File: src/rtl/ic_pkg.sv
`timescale 1ns/1ps
package ic_pkg;
    localparam int WORD_W = 32;
    localparam int ADDR_W = 5;
    localparam int SEL_W  = 2;

    typedef enum logic [2:0] {
        FN_POL    = 3'd0,
        FN_TYPE   = 3'd1,
        FN_EN_SET = 3'd2,
        FN_EN_CLR = 3'd3,
        FN_ST_SET = 3'd4,
        FN_ST_CLR = 3'd5,
        FN_PEND   = 3'd6,
        FN_INDEX  = 3'd7
    } fn_e;

    typedef enum logic [1:0] {
        IX_EN_SET = 2'd0,
        IX_EN_CLR = 2'd1,
        IX_ST_SET = 2'd2,
        IX_ST_CLR = 2'd3
    } ix_e;
endpackage

File: src/rtl/ic_sync.sv
`timescale 1ns/1ps
module ic_sync #(
    parameter int N = 64
) (
    input  logic         clk,
    input  logic         rst,
    input  logic [N-1:0] async_in,
    output logic [N-1:0] lvl,
    output logic [N-1:0] prev
);
    typedef struct packed {
        logic [N-1:0] s1;
        logic [N-1:0] s2;
        logic [N-1:0] s3;
    } sync_t;

    sync_t sync_d, sync_q;

    always_comb begin
        sync_d    = sync_q;
        sync_d.s1 = async_in;
        sync_d.s2 = sync_q.s1;
        sync_d.s3 = sync_q.s2;
    end

    always_ff @(posedge clk) begin
        if (rst) sync_q <= '0;
        else     sync_q <= sync_d;
    end

    assign lvl  = sync_q.s2;
    assign prev = sync_q.s3;
endmodule

File: src/rtl/ic_src_cell.sv
`timescale 1ns/1ps
module ic_src_cell (
    input  logic clk,
    input  logic rst,
    input  logic lvl,
    input  logic prev,
    input  logic pol,
    input  logic edge_mode,
    input  logic sw_set,
    input  logic sw_clr,
    output logic status
);
    typedef struct packed {
        logic status;
        logic live;
    } cell_t;

    cell_t cell_d, cell_q;
    logic  hit;

    assign hit = pol ? (lvl & ~prev) : (~lvl & prev);

    always_comb begin
        cell_d      = cell_q;
        cell_d.live = 1'b1;
        if (!edge_mode) cell_d.status = (lvl == pol);
        else            cell_d.status = hit | sw_set | (cell_q.status & ~sw_clr);
    end

    always_ff @(posedge clk) begin
        if (rst) cell_q <= '0;
        else     cell_q <= cell_d;
    end

    assign status = cell_q.status;

    p_level_follow_r2: assert property (@(posedge clk) disable iff (rst)
        (cell_q.live && !edge_mode) |=> (status == $past(lvl == pol)));

    p_edge_hold_r3: assert property (@(posedge clk) disable iff (rst)
        (cell_q.live && edge_mode && status && !sw_clr) |=> status);

    p_edge_wins_r4: assert property (@(posedge clk) disable iff (rst)
        (cell_q.live && edge_mode && hit && sw_clr) |=> status);

    p_edge_clear_r5: assert property (@(posedge clk) disable iff (rst)
        (cell_q.live && edge_mode && sw_clr && !hit && !sw_set) |=> !status);
endmodule

File: src/rtl/ic_regs.sv
`timescale 1ns/1ps
module ic_regs
    import ic_pkg::*;
#(
    parameter int NUM_SRC = 64
) (
    input  logic               clk,
    input  logic               rst,
    input  logic               wr_en,
    input  logic [ADDR_W-1:0]  wr_addr,
    input  logic [WORD_W-1:0]  wr_data,
    input  logic [ADDR_W-1:0]  rd_addr,
    input  logic [NUM_SRC-1:0] status,
    output logic [NUM_SRC-1:0] pol,
    output logic [NUM_SRC-1:0] typ,
    output logic [NUM_SRC-1:0] enable,
    output logic [NUM_SRC-1:0] st_set,
    output logic [NUM_SRC-1:0] st_clr,
    output logic [WORD_W-1:0]  rd_data
);
    localparam int NWORDS = (NUM_SRC + WORD_W - 1) / WORD_W;
    localparam int PAD    = NWORDS * WORD_W;
    localparam int IDX_W  = $clog2(NUM_SRC);

    typedef struct packed {
        logic [NUM_SRC-1:0] pol;
        logic [NUM_SRC-1:0] typ;
        logic [NUM_SRC-1:0] en;
        logic               live;
    } regs_t;

    regs_t regs_d, regs_q;

    fn_e              wfn, rfn;
    logic [SEL_W-1:0] wsel;
    logic             idx_ok;
    logic [IDX_W-1:0] idx;
    logic [PAD-1:0]   pol_p, typ_p, en_p, st_p, pend_p;

    always_comb begin
        wfn    = fn_e'(wr_addr[ADDR_W-1:SEL_W]);
        wsel   = wr_addr[SEL_W-1:0];
        idx_ok = wr_data < WORD_W'(NUM_SRC);
        idx    = wr_data[IDX_W-1:0];
        regs_d      = regs_q;
        regs_d.live = 1'b1;
        st_set      = '0;
        st_clr      = '0;
        for (int s = 0; s < NUM_SRC; s++) begin
            if (wr_en && wsel == SEL_W'(s / WORD_W)) begin
                case (wfn)
                    FN_POL:    regs_d.pol[s] = wr_data[s % WORD_W];
                    FN_TYPE:   regs_d.typ[s] = wr_data[s % WORD_W];
                    FN_EN_SET: if (wr_data[s % WORD_W]) regs_d.en[s] = 1'b1;
                    FN_EN_CLR: if (wr_data[s % WORD_W]) regs_d.en[s] = 1'b0;
                    FN_ST_SET: st_set[s] = wr_data[s % WORD_W];
                    FN_ST_CLR: st_clr[s] = wr_data[s % WORD_W];
                    default: ;
                endcase
            end
            if (wr_en && wfn == FN_INDEX && idx_ok && idx == IDX_W'(s)) begin
                case (ix_e'(wsel))
                    IX_EN_SET: regs_d.en[s] = 1'b1;
                    IX_EN_CLR: regs_d.en[s] = 1'b0;
                    IX_ST_SET: st_set[s] = 1'b1;
                    IX_ST_CLR: st_clr[s] = 1'b1;
                    default: ;
                endcase
            end
        end
    end

    always_ff @(posedge clk) begin
        if (rst) regs_q <= '0;
        else     regs_q <= regs_d;
    end

    assign pol    = regs_q.pol;
    assign typ    = regs_q.typ;
    assign enable = regs_q.en;

    always_comb begin
        pol_p  = '0;
        typ_p  = '0;
        en_p   = '0;
        st_p   = '0;
        pol_p[NUM_SRC-1:0]  = regs_q.pol;
        typ_p[NUM_SRC-1:0]  = regs_q.typ;
        en_p[NUM_SRC-1:0]   = regs_q.en;
        st_p[NUM_SRC-1:0]   = status;
        pend_p = st_p & en_p;
        rfn     = fn_e'(rd_addr[ADDR_W-1:SEL_W]);
        rd_data = '0;
        for (int w = 0; w < NWORDS; w++) begin
            if (rd_addr[SEL_W-1:0] == SEL_W'(w)) begin
                case (rfn)
                    FN_POL:                 rd_data = pol_p[w*WORD_W +: WORD_W];
                    FN_TYPE:                rd_data = typ_p[w*WORD_W +: WORD_W];
                    FN_EN_SET, FN_EN_CLR:   rd_data = en_p[w*WORD_W +: WORD_W];
                    FN_ST_SET, FN_ST_CLR:   rd_data = st_p[w*WORD_W +: WORD_W];
                    FN_PEND:                rd_data = pend_p[w*WORD_W +: WORD_W];
                    default:                rd_data = '0;
                endcase
            end
        end
    end

    p_idx_en_set_r6: assert property (@(posedge clk) disable iff (rst)
        (regs_q.live && wr_en && wr_addr == {FN_INDEX, IX_EN_SET} && wr_data < WORD_W'(NUM_SRC))
        |=> regs_q.en[$past(wr_data[IDX_W-1:0])]);

    p_idx_en_clr_r6: assert property (@(posedge clk) disable iff (rst)
        (regs_q.live && wr_en && wr_addr == {FN_INDEX, IX_EN_CLR} && wr_data < WORD_W'(NUM_SRC))
        |=> !regs_q.en[$past(wr_data[IDX_W-1:0])]);

    p_mask_clr_all_r5: assert property (@(posedge clk) disable iff (rst)
        (regs_q.live && wr_en && wr_addr == {FN_EN_CLR, 2'd0} && wr_data == '1)
        |=> (en_p[WORD_W-1:0] == '0));

    p_idx_range_r6: assert property (@(posedge clk) disable iff (rst)
        (regs_q.live && wr_en && wr_addr[ADDR_W-1:SEL_W] == FN_INDEX && wr_data >= WORD_W'(NUM_SRC))
        |=> $stable(regs_q.en));
endmodule

File: src/rtl/ic_capture_bank.sv
`timescale 1ns/1ps
module ic_capture_bank
    import ic_pkg::*;
#(
    parameter int NUM_SRC = 64
) (
    input  logic               clk,
    input  logic               rst,
    input  logic [NUM_SRC-1:0] irq_in,
    input  logic               wr_en,
    input  logic [4:0]         wr_addr,
    input  logic [31:0]        wr_data,
    input  logic [4:0]         rd_addr,
    output logic [31:0]        rd_data,
    output logic [NUM_SRC-1:0] irq_pending
);
    logic [NUM_SRC-1:0] lvl, prev, pol, typ, enable, st_set, st_clr, status;

    ic_sync #(.N(NUM_SRC)) u_sync (
        .clk      (clk),
        .rst      (rst),
        .async_in (irq_in),
        .lvl      (lvl),
        .prev     (prev)
    );

    ic_regs #(.NUM_SRC(NUM_SRC)) u_regs (
        .clk     (clk),
        .rst     (rst),
        .wr_en   (wr_en),
        .wr_addr (wr_addr),
        .wr_data (wr_data),
        .rd_addr (rd_addr),
        .status  (status),
        .pol     (pol),
        .typ     (typ),
        .enable  (enable),
        .st_set  (st_set),
        .st_clr  (st_clr),
        .rd_data (rd_data)
    );

    for (genvar g = 0; g < NUM_SRC; g++) begin : g_src
        ic_src_cell u_cell (
            .clk       (clk),
            .rst       (rst),
            .lvl       (lvl[g]),
            .prev      (prev[g]),
            .pol       (pol[g]),
            .edge_mode (typ[g]),
            .sw_set    (st_set[g]),
            .sw_clr    (st_clr[g]),
            .status    (status[g])
        );
    end

    assign irq_pending = status & enable;
endmodule

File: config.mk
export PLATFORM = sky130hd
export DESIGN_NAME = ic_capture_bank
export DESIGN_NICKNAME = d
export VERILOG_FILES = /design/src/rtl/ic_pkg.sv /design/src/rtl/ic_sync.sv /design/src/rtl/ic_src_cell.sv /design/src/rtl/ic_regs.sv /design/src/rtl/ic_capture_bank.sv
export SDC_FILE = /design/constraint.sdc
export NUM_CORES = 1
export LEC_CHECK = 0
export BUFFER_PORTS_ARGS = -buffer_cell sky130_fd_sc_hd__buf_4
export CAP_MARGIN = 20
export CORE_MARGIN = 10
export CORE_UTILIZATION = 26
export CTS_CLUSTER_DIAMETER = 40
export CTS_CLUSTER_SIZE = 40
export DETAILED_ROUTE_END_ITERATION = 7
export PLACE_DENSITY = 0.47
export REMOVE_ABC_BUFFERS = 1
export SLEW_MARGIN = 20
export SYNTH_ARGS = -nofsm -noshare
export SYNTH_HDL_FRONTEND = slang
export SYNTH_HIERARCHICAL = 1
export SYNTH_SLANG_ARGS = --single-unit
File: constraint.sdc
create_clock -name clk -period 2 [get_ports clk]
set_input_delay 0.1 -clock clk [delete_from_list [all_inputs] [get_ports clk]]
set_output_delay 0.1 -clock clk [all_outputs]
set_load 0.05 [all_outputs]
# --- Word-level counts from Yosys, hierarchy flattened ---
# Cells that the tools add are included.
totals:
  ram_bits: 0
  register_bits: 448
  mem_bits_ro: 0
  latchBits: 0
  mem_count: 0
  output_inout_bits: 96
op_classes:
  order_cmp: 1
  n_addsub: 0
  n_shift: 0
  div: 0
  mux: 964
  bitwise_logic: 513
  n_reduce_logical: 79
  mul: 0
  eq_ne: 143
ops:
  columns: ["cell", "count"]
  rows:
  - ["$mux 1", 832]
  - ["$pmux 32 s5", 2]
  - ["$pmux 1 s2", 128]
  - ["$and 1x1->1", 192]
  - ["$eq 6x6->1 const B", 32]
  - ["$not 1->1", 192]
  - ["$or 1x1->1", 128]
  - ["$eq 6x5->1 const B", 16]
  - ["$logic_and 1x1->1", 68]
  - ["$and 64x64->64", 1]
  - ["$eq 1x1->1", 64]
  - ["$mux 32", 2]
  - ["$eq 6x4->1 const B", 8]
  - ["$lt 32x7->1 const B", 1]
  - ["$eq 6x3->1 const B", 4]
  - ["$eq 3x3->1 const B", 6]
  - ["$eq 3x2->1 const B", 4]
  - ["$eq 6x2->1 const B", 2]
  - ["$reduce_and 2->1", 4]
  - ["$eq 3x1->1 const B", 2]
  - ["$eq 6x1->1 const B", 1]
  - ["$logic_not 3->1", 2]
  - ["$logic_not 6->1", 1]
  - ["$eq 2x1->1 const B", 2]
  - ["3 further kinds", 6]

# --- Logic depth before layout (Yosys ltp) ---
logic_depth:
  ltp_word: 9
  depth_mapped: 11

# --- By module ---
# The synthesis kept the hierarchy.
by_module_without_submodules:
  columns: ["mod", "instances", "cells_per_inst", "seq_area_each_um2", "area_per_inst_um2"]
  rows:
  - ["ic_regs", 1, 1710, 3843.7, 12344.3]
  - ["ic_sync", 1, 469, 3843.7, 5629.1]
  - ["ic_src_cell", 64, 9, 20.0, 80.1]
  - ["ic_capture_bank", 1, 64, 0.0, 400.4]

# --- Least setup slack after synthesis ---
# No wires, ideal clock.
synth_path:
  path_type: "input port to output port"
  from: "in rd_addr[2]"
  to: "out rd_data[23]"
  required_time_ns: 1.900
  cell_stages: 6
  setup_slack_ns: 0.017
  arrival_ns: 1.883
  path_buffers: 3
  path_cell_list: "buf_2 buf_2 buf_2 mux2i_1 a22o_1 o21bai_1"
synth_via:
  elab_chain_len: 5
synth_lines:
  columns: ["element", "line_no", "text"]
  rows:
  - ["from (decl)", "ic_capture_bank.sv:13", "input logic [4:0] rd_addr,"]
  - ["$eq 3x3->1 or $eq 3x2->1 (tied branches)", "ic_regs.sv:96", "case (rfn)"]
  - ["$reduce_or 2->1", "ic_regs.sv:96", null]
  - ["$pmux 32 s5", "ic_regs.sv:96", null]
  - ["$mux 32", "ic_regs.sv:95", "if (rd_addr[SEL_W-1:0] == SEL_W'(w)) begin"]
  - ["$mux 32 (*)", "ic_regs.sv:95", null]
  - ["to (decl)", "ic_capture_bank.sv:14", "output logic [31:0] rd_data,"]
# Every way passes the cells marked *; elsewhere a longest branch is shown, timed or not.

# --- Final worst setup path ---
layout_path:
  from: "reg u_regs.regs_q[187] (netlist: u_regs/pol[58])"
  to: "out rd_data[26]"
layout_via:
  elab_chain_len: 2
layout_lines:
  columns: ["element", "line_no", "text"]
  rows:
  - ["from (decl)", "ic_regs.sv:32", "regs_t regs_d, regs_q;"]
  - ["from (signal assigned)", "ic_regs.sv:75", "else regs_q <= regs_d;"]
  - ["$pmux 32 s5", "ic_regs.sv:96", null]
  - ["$mux 32", "ic_regs.sv:95", null]
# No other way between the ends.

==> flow_summary.ini <==
[yosys]
synth_top_family_by_area = simple AND/OR/NAND/NOR gates
synth_compound_area_share_pct = 22.4
synth_warnings = 6
synth_xor_area_share_pct = 2.39
yosys.area_share.simple_pct = 24.2
synth.top_cell.area_share_pct = 38.2
synth_fa_ha_area_share_pct = 0
ys_seq_area_share_pct = 38.2
muxShareOfSynthArea_pct = 5.63
synth_common_cells = nand2_1, dfxtp_1, nor2b_1
ys_top_cells_by_area = dfxtp_1, nand2_1, nor2b_1
synth.distinct_cells = 53
ys.flop_type = dfxtp_1
avgSynthCellArea_um2 = 8.34
synth_edf_count = 0
netlist_instances = 2819
synth-seq-cells = 448
yosysMostFrequentCell = nand2_1
synth.largest_area_cell = dfxtp_1
synth_area_mm2 = 0.0235
async_flop_share_pct = 0

[run_status]
violations = negative setup slack
status = finished, violations left

[detailed_routing]
top_layer_used = met5
routed-wl-met3_um = 5160
viasPerCell = 4.99
wl_met1_um = 45800
drtPass1Iterations = 5
detail-route-antenna-nets = 0
wire_per_inst_um = 22.4
vias = 21880
finalWirelength_um = 98300
wl_met2_um = 44700
first_iter_violations = 1679
drc = 0

[layout]
num-nets-final = 3239
seq_area_mm2 = 0.00905
fin_cells = 4388
fillers = 9269
areaGrowthSynthToFinish_pct = 37.3
multi_input_area_mm2 = 0.0132
post-route-util_pct = 35.9
layout-drive-gt1-share_pct = 26.9

[timing]
setup_tns_ns = -0.0813
min_period_ns = 2.06
relSlewSlack_pct = 55.8
worst_slew_pin_slew_ns = 0.664
fin_skew_ns = 0.0183
maxSlewViolCount = 0
max_freq_ghz = 0.486
rsz0062_at_grt = yes
worst_slack_ns = -0.0558
fin_crit_sh_pct = 103
hold_viol_final = 0
finalSetupViolCount = 4
fin_hold_ws_ns = 0.144

[worst_setup_path]
cp-end-kind = primary output
start_kind = flop
worstPathArrival_ns = 1.96
critPathKind = flop to primary output
required_ns = 1.90
r2r_cells = 4
cp_max_fo = 2

[clocking]
cts_max_path_buffers = 3
cts_buffers = 95
clock-root-buffer = clkbuf_16
cts_sinks = 448
h-tree-depth = 3
clkTransAtPathRegs_ns = 0.05
insertion_delay_ns = 0.66
cts_tree = built

[placement]
gp_congestion = 0.873
place_hpwl_um = 66600
port_buffers = 204
place_inst = 4102

[worst_hold_path]
worstHoldPathType = input port to flop
holdPathStages = 5

[floorplanning]
dieArea_mm2 = 0.103
coreArea_mm2 = 0.0899
die_w_um = 321
start_util_pct = 26.1
die_height_um = 321
rows = 110
pin_count = 205

[power_and_ir_drop]
p_per_area_mw_per_mm2 = 900
max-vdd-ir-drop_mv = 0.683
finalPower_mw = 29.0
power_leakage_nw = 12.6

[grt]
grt_pass1_vias = 21560
gr-total-overflow = 0
track_usage_pct = 18.4
antenna_found_initial = 4
grt_max_degree = 117
grt_first_pass_wirelength_um = 144000

[job]
drv_cap = 0
==> worst paths after layout <==
path                startpoint           endpoint  slack (ns)
min reg2reg  u_sync/sync_d[78]     u_sync/lvl[14]        0.43
min                 wr_addr[1]  u_regs/enable[15]        0.14
max             u_regs/pol[58]        rd_data[26]       -0.06
max reg2reg  u_regs/enable[32]  u_regs/enable[32]        0.86
==> power by group <==
group / internal, mW / switching [mW]
combinational: 1.06 / 1.46
sequential: 9.23 / 0.224
clock: 11.4 / 5.61
==> routing by layer <==
metal | track usage (%) | vias up
li1 | - | 10433
met1 | 24.9 | 10639
met2 | 29.4 | 658
met3 | 3.08 | 148
met4 | 6.02 | 2
met5 | 0 | -
==> cells in the final DEF (no fill, tap or decap), types with 17 or more instances in the layout <==
cell           count
a211oi_1          22
a21o_1            64
a21oi_1          131
a221oi_2          64
a22o_1            35
a311o_1           62
a31oi_1           62
and2_1            71
buf_12            38
buf_4            334
buf_6             17
bufinv_16         17
clkbuf_16         99
clkinv_2          19
dfxtp_1          393
dfxtp_2           48
dlygate4sd3_1    102
inv_1             65
mux2_2            28
mux2i_1           95
nand2_1          469
nand2b_1          69
nand4_1           67
nor2_1            89
nor2b_1          200
nor3_2            65
o21ai_0          177
o21ai_1           33
o22ai_1           20
xnor2_1           64
==> timing repair <==
item,in CTS,in global routing
gates resized for setup,129,60
pin swaps,7,11
setup buffers,8,2
hold buffers,103,0
cloned,0,2
setup endpoints to repair,31,113
endpoints found under the hold margin,229,0
==> critical path, stage by stage, from the launching register on <==
cell and delay (ns):
dfxtp_4 0.34, mux2_4 0.27, o22ai_2 0.12, a211oi_2 0.05
o21bai_1 0.19, buf_4 0.16, buf_8 0.15
==> registers in the layout, summed over array words and instances, names as in the netlist <==
name                 count
u_regs/pol              64
u_sync/lvl              64
u_sync/prev             64
g_src.u_cell/status     64
u_regs/enable           64
u_regs/typ              64
u_sync/sync_d           64
==> logic make-up after synthesis <==
group | after synthesis
xor+xnor | 64
buf+inv | 362
mux | 128
simple gates | 1082
flops | 448
compound gates | 735
==> final cells by class <==
class / count / share of cell area [%]
Tap cell: 1176 / 4.56
Multi-Input combinational cell: 2009 / 41.1
Sequential cell: 448 / 28.1
Clock inverter: 62 / 2.68
Timing Repair Buffer: 510 / 14.8
Clock buffer: 115 / 8.01
Antenna cell: 2 / 0.0155
Inverter: 66 / 0.768
==> through the flow <==
| stage | cell area (um^2) | setup WS, ns |
|---|---|---|
| global placement | 27100 | -0.299 |
| CTS | 32000 | -0.0419 |
| detailed placement | 27100 | -0.346 |
| global route | 32200 | -0.0923 |
| floorplan | 22000 | -1.44 |
| finish | 32300 | -0.0558 |
(Power assumes the default switching activity.)
